### config.mk
export PLATFORM = sky130hd
export DESIGN_NAME = cell_balancer
export DESIGN_NICKNAME = d
export VERILOG_FILES = /design/src/rtl/cbal_pkg.sv /design/src/rtl/cbal_frame_sched.sv /design/src/rtl/cbal_reg_bank.sv /design/src/rtl/cbal_adj_check.sv /design/src/rtl/cell_balancer.sv
export SDC_FILE = /design/constraint.sdc
export NUM_CORES = 1
export LEC_CHECK = 0
export BUFFER_PORTS_ARGS = -buffer_cell sky130_fd_sc_hd__buf_2
export CAP_MARGIN = 20
export CORE_ASPECT_RATIO = 0.5
export CORE_MARGIN = 2
export CORE_UTILIZATION = 24
export DETAILED_ROUTE_END_ITERATION = 10
export SLEW_MARGIN = 20
export SYNTH_ARGS = -nofsm -noshare
export SYNTH_HDL_FRONTEND = slang
export SYNTH_SLANG_ARGS = --single-unit
export TNS_END_PERCENT = 50
### constraint.sdc
create_clock -name clk -period 1.65 [get_ports clk]
set_input_delay 0.165 -clock clk [delete_from_list [all_inputs] [get_ports clk]]
set_output_delay 0.165 -clock clk [all_outputs]
set_load 0.01 [all_outputs]
### src/rtl/cbal_pkg.sv
package cbal_pkg;
    typedef enum logic {
        SLOT_MEASURE = 1'b0,
        SLOT_BALANCE = 1'b1
    } slot_e;
endpackage

### src/rtl/cbal_frame_sched.sv
module cbal_frame_sched
    import cbal_pkg::*;
#(
    parameter int FRAME_TICKS = 250,
    parameter int BLANK_TICKS = 75
) (
    input  logic clk,
    input  logic rst,
    input  logic tick,
    input  logic meas_en,
    output logic blank
);
    localparam int CW = $clog2(FRAME_TICKS);
    localparam logic [CW-1:0] LAST_CNT  = CW'(FRAME_TICKS - 1);
    localparam logic [CW-1:0] BLANK_END = CW'(BLANK_TICKS - 1);

    logic [CW-1:0] cnt_q;
    slot_e         state_q, state_d;

    always_ff @(posedge clk) begin
        if (rst) begin
            cnt_q <= '0;
        end else if (tick) begin
            cnt_q <= (cnt_q == LAST_CNT) ? '0 : cnt_q + 1'b1;
        end
    end

    always_comb begin
        state_d = state_q;
        unique case (state_q)
            SLOT_MEASURE: if (tick && cnt_q == BLANK_END) state_d = SLOT_BALANCE;
            SLOT_BALANCE: if (tick && cnt_q == LAST_CNT)  state_d = SLOT_MEASURE;
            default:      state_d = SLOT_MEASURE;
        endcase
    end

    always_ff @(posedge clk) begin
        if (rst) state_q <= SLOT_MEASURE;
        else     state_q <= state_d;
    end

    always_comb begin
        unique case (state_q)
            SLOT_MEASURE: blank = meas_en;
            SLOT_BALANCE: blank = 1'b0;
            default:      blank = meas_en;
        endcase
    end


    cnt_range_chk: assert property (@(posedge clk) disable iff (rst)
        cnt_q <= LAST_CNT);

    slot_align_chk: assert property (@(posedge clk) disable iff (rst)
        (state_q == SLOT_BALANCE) == (cnt_q > BLANK_END));

    blank_gate_chk: assert property (@(posedge clk) disable iff (rst)
        blank |-> meas_en);
endmodule

### src/rtl/cbal_reg_bank.sv
module cbal_reg_bank #(
    parameter int GROUPS = 3,
    parameter int GW     = 5
) (
    input  logic                        clk,
    input  logic                        rst,
    input  logic                        clr,
    input  logic                        wr_en,
    input  logic [$clog2(GROUPS)-1:0]   wr_bank,
    input  logic [GW-1:0]               wr_data,
    input  logic [$clog2(GROUPS)-1:0]   rd_bank,
    output logic [GW-1:0]               rd_data,
    output logic [GROUPS*GW-1:0]        bits
);
    localparam int BW = $clog2(GROUPS);

    for (genvar g = 0; g < GROUPS; g++) begin : g_bank
        always_ff @(posedge clk) begin
            if (rst || clr) begin
                bits[g*GW +: GW] <= '0;
            end else if (wr_en && wr_bank == BW'(g)) begin
                bits[g*GW +: GW] <= wr_data;
            end
        end


        wr_land_chk: assert property (@(posedge clk) disable iff (rst)
            (wr_en && !clr && wr_bank == BW'(g)) |=> bits[g*GW +: GW] == $past(wr_data));
    end

    always_comb begin
        rd_data = '0;
        for (int g = 0; g < GROUPS; g++) begin
            if (rd_bank == BW'(g)) rd_data = bits[g*GW +: GW];
        end
    end


    oob_ignore_chk: assert property (@(posedge clk) disable iff (rst)
        (wr_en && !clr && int'(wr_bank) >= GROUPS) |=> $stable(bits));

    clr_wins_chk: assert property (@(posedge clk) disable iff (rst)
        clr |=> bits == '0);
endmodule

### src/rtl/cbal_adj_check.sv
module cbal_adj_check #(
    parameter int GROUPS = 3,
    parameter int GW     = 5
) (
    input  logic [GROUPS*GW-1:0] bits,
    output logic [GROUPS*GW-1:0] suppress,
    output logic                 any_pair
);
    localparam int PPG = GW - 1;
    localparam int NP  = GROUPS * PPG;

    logic [NP-1:0] pair;

    for (genvar g = 0; g < GROUPS; g++) begin : g_grp
        for (genvar i = 0; i < PPG; i++) begin : g_pair
            assign pair[g*PPG + i] = bits[g*GW + i] & bits[g*GW + i + 1];
        end
        for (genvar c = 0; c < GW; c++) begin : g_cell
            if (c == 0) begin : g_lo
                assign suppress[g*GW + c] = pair[g*PPG + c];
            end else if (c == GW - 1) begin : g_hi
                assign suppress[g*GW + c] = pair[g*PPG + c - 1];
            end else begin : g_mid
                assign suppress[g*GW + c] = pair[g*PPG + c - 1] | pair[g*PPG + c];
            end
        end
    end

    assign any_pair = |pair;
endmodule

### src/rtl/cell_balancer.sv
module cell_balancer #(
    parameter int GROUPS      = 3,
    parameter int GW          = 5,
    parameter int FRAME_TICKS = 250,
    parameter int BLANK_TICKS = 75
) (
    input  logic                        clk,
    input  logic                        rst,
    input  logic                        wr_en,
    input  logic [$clog2(GROUPS)-1:0]   wr_bank,
    input  logic [GW-1:0]               wr_data,
    input  logic [$clog2(GROUPS)-1:0]   rd_bank,
    output logic [GW-1:0]               rd_data,
    input  logic                        meas_en,
    input  logic                        tick_1ms,
    input  logic                        xready_evt,
    input  logic                        wake_evt,
    output logic [GROUPS*GW-1:0]        bal_out,
    output logic                        adj_viol
);
    localparam int NCELL = GROUPS * GW;

    logic             clr;
    logic [NCELL-1:0] bits;
    logic [NCELL-1:0] suppress;
    logic             pair_now;
    logic             blank;
    logic             sticky_q;

    assign clr = xready_evt | wake_evt;

    cbal_reg_bank #(.GROUPS(GROUPS), .GW(GW)) u_bank (
        .clk(clk), .rst(rst), .clr(clr),
        .wr_en(wr_en), .wr_bank(wr_bank), .wr_data(wr_data),
        .rd_bank(rd_bank), .rd_data(rd_data), .bits(bits)
    );

    cbal_adj_check #(.GROUPS(GROUPS), .GW(GW)) u_adj (
        .bits(bits), .suppress(suppress), .any_pair(pair_now)
    );

    cbal_frame_sched #(.FRAME_TICKS(FRAME_TICKS), .BLANK_TICKS(BLANK_TICKS)) u_sched (
        .clk(clk), .rst(rst), .tick(tick_1ms), .meas_en(meas_en), .blank(blank)
    );

    always_ff @(posedge clk) begin
        if (rst || clr)    sticky_q <= 1'b0;
        else if (pair_now) sticky_q <= 1'b1;
    end

    assign adj_viol = sticky_q | pair_now;
    assign bal_out  = blank ? '0 : (bits & ~suppress);

    for (genvar g = 0; g < GROUPS; g++) begin : g_out_chk

        out_no_pair_chk: assert property (@(posedge clk) disable iff (rst)
            (bal_out[g*GW +: GW-1] & bal_out[g*GW+1 +: GW-1]) == '0);
    end


    viol_sticky_chk: assert property (@(posedge clk) disable iff (rst)
        (adj_viol && !clr) |=> adj_viol);

    evt_clear_chk: assert property (@(posedge clk) disable iff (rst)
        clr |=> (!adj_viol && bal_out == '0));

    out_subset_chk: assert property (@(posedge clk) disable iff (rst)
        (bal_out & ~bits) == '0);
endmodule

==> impl_metrics.ini <==
[status]
status = finished, final reports clean

[yosys]
async_flop_share_pct = 0
synth_edf_count = 0
netlist_area_mm2 = 0.001338
yosys.cell_count.top_type = dfxtp_1
avgSynthCellArea_um2 = 9.224
syn_nets = 164
yosys_warnings = 0
yosys.area.top_type = dfxtp_1
synth_area_leaders = dfxtp_1, mux2i_1, nor4b_1
netlist.area_leader.share_pct = 37.42
ys_ff_latch = 25
synth_cell_types = 33
synthFlopType = dfxtp_1
synthTopCellsByCount = dfxtp_1, mux2i_1, nor2_1, nand2_1
synthesis.instances = 145
synth-seq-area-share_pct = 37.42

[worst_setup_path]
cp_max_fo = 5
r2r-start = u_sched.cnt_q[0]
r2r_cells = 4
crit_arrival_ns = 1.43
critPathLaunchType = flop
crit_type = flop to output pin
crit_start = u_bank.bits[13]
critPathMaxStageDelay_ns = 0.37
critPathRequiredTime_ns = 1.48
crit_path_end_kind = output pin
crit_chain = a222oi_1 > and3_1 > nand4_1 > buf_2
crit_slowest_cell = dfxtp_4

[routing]
vias = 1256
drt-pass1-iter-count = 4
vias_per_cell = 4.812
ant_nets = 0
wl_per_cell_um = 13.06
drc = 0
dr.first_iter.drc_count = 41
postRouteWirelength_um = 3409

[placement]
pre_cts_ws_ns = 0.07888
placed_cells = 253
hpwl_um = 2517
gp_congestion = 0.8079
portBuffers = 36

[sta]
setup_viol = 0
drv_slew = 0
fin_hold_ws_ns = 0.09149
skew_ns = 0.003981
slew_headroom_pct = 64.58
worst_slew_pin_slew_ns = 0.5313
period_share_pct = 96.64
fmax_mhz = 627.2
hold_violations = 0
rsz0062_at_grt = yes
setup_ws_ns = 0.05549
post-route-min-period_ns = 1.595

[cts]
cts.hold.buffers_added = 0
cts_root_buffer = clkbuf_8
path_clk_slew_ns = 0.09
cts-htree-levels = 1
cts_buffers = 3
clkSinkCount = 25
clockBufferDepth = 2
cts_tree = built
insertion_delay_ns = 0.27

[hold_path]
hold_start = rst
hold_path.class = input pin to flop
hold_depth = 2

[global_route]
grt_max_degree = 17
first_global_vias = 1133
grt_usage_pct = 11.19
globalRouteOverflowTotal = 0
grt_pass1_wl_um = 5471
antenna_found_initial = 0

[power_and_ir_drop]
p_clk_share_pct = 33.5
p_sw_uw = 283.2
p_seq_share_pct = 56.4
swShare_pct = 25.29
combPwrFrac_pct = 10.1
internal-power_uw = 836.7
power_uw = 1120
vdd_ir_drop_max_mv = 0.3457
cellLeakagePower_uw = 0.0007432
powerDensity_mw_per_mm2 = 654.3

[floorplan]
coreArea_mm2 = 0.005420
rows = 19
fp.dieW_um = 109.6
ios = 37
die_h_um = 56.79
die_area_mm2 = 0.006223
start_util_pct = 24.68

[cells_and_area]
final_core_util_pct = 31.58
finish.net_count = 208
finalNonFillerCells = 261
drive_above_1_share_pct = 30.32
area_growth_pct = 27.97
diodes = 0

[run]
maxCapViolCount = 0
==> sequential cells by signal (all words and copies together), names as in the netlist <==
signal and cells:
u_sched.cnt_q 8, u_sched.state_q 1, sticky_q 1, u_bank.bits 15
==> critical path, delay by kind of cell, from the launching register on <==
family	cells	cell delay, ns
compound gates	1	0.29
buf+inv	1	0.17
flops	1	0.37
simple gates	2	0.33
==> cells in the final DEF, fill, tap and decap left out, types with 3 or more instances in the layout <==
cell	synthesis	routed
buf_2	0	36
dfxtp_1	25	22
mux2i_1	21	21
nor2_1	20	20
nand2_1	11	11
o21ai_0	9	9
nor4b_1	9	9
buf_4	1	8
nor3b_1	6	6
inv_1	4	4
or3_1	3	3
xor2_1	3	3
ha_1	3	3
clkbuf_8	0	3
==> cell type report <==
cell class / count / area (µm²)
clock buffers: 3 / 41.29
clock inverters: 1 / 7.507
fillers: 590 / 3709
inverters: 4 / 15.01
multi-input cells: 111 / 807.0
flip-flops and latches: 25 / 509.2
well taps: 73 / 91.34
repair buffers: 44 / 240.2
==> power groups by stage <==
stage	sequential [µW]	combinational, µW	clock (µW)
CTS	634	113	389
global route	634	126	409
global placement	648	108	0
finish	631	113	376
floorplan	644	70.5	0
detailed placement	648	112	0
==> logic make-up after synthesis <==
family	count (synthesis)	share of synthesized area, %
adders and majority gates	3	2.807
AOI/OAI and AO/OA	20	9.729
xor gates and xnor gates	4	2.620
and+or+nand+nor	63	28.90
muxes	21	15.72
buffers and inverters	9	2.806
DFF	25	37.42
==> per-stage QoR <==
stage / area [µm²] / TNS, ns
floorplan: 1338 / 0
global placement: 1617 / 0
detailed placement: 1617 / 0
CTS: 1668 / 0
global route: 1712 / -0.04658
finish: 1712 / 0
==> routing by layer <==
| layer | vias up | GRT usage (%) | share of wire, % |
|---|---|---|---|
| met2 | 32 | 19.05 | 48 |
| met3 | 2 | 2.555 | 5.9 |
| li1 | 620 | - | - |
| met1 | 602 | 14.25 | 46 |
| met4 | 0 | 2.893 | 0.41 |
| met5 | - | 0 | 0 |
==> repair_timing <==
action,CTS,global route
setup endpoints to repair,15,13
gates cloned,0,0
pin swaps,0,2
resized for setup,1,6
hold endpoints to repair,0,0
buffers inserted,0,4
==> worst paths after layout <==
path | slack (ns) | endpoint
worst max-delay path | 0.06 | adj_viol
worst min register to register | 0.51 | u_sched.state_q
worst min-delay path | 0.09 | u_sched.cnt_q[5]
worst max register to register | 0.29 | u_sched.cnt_q[6]
(Power assumes the default switching activity.)
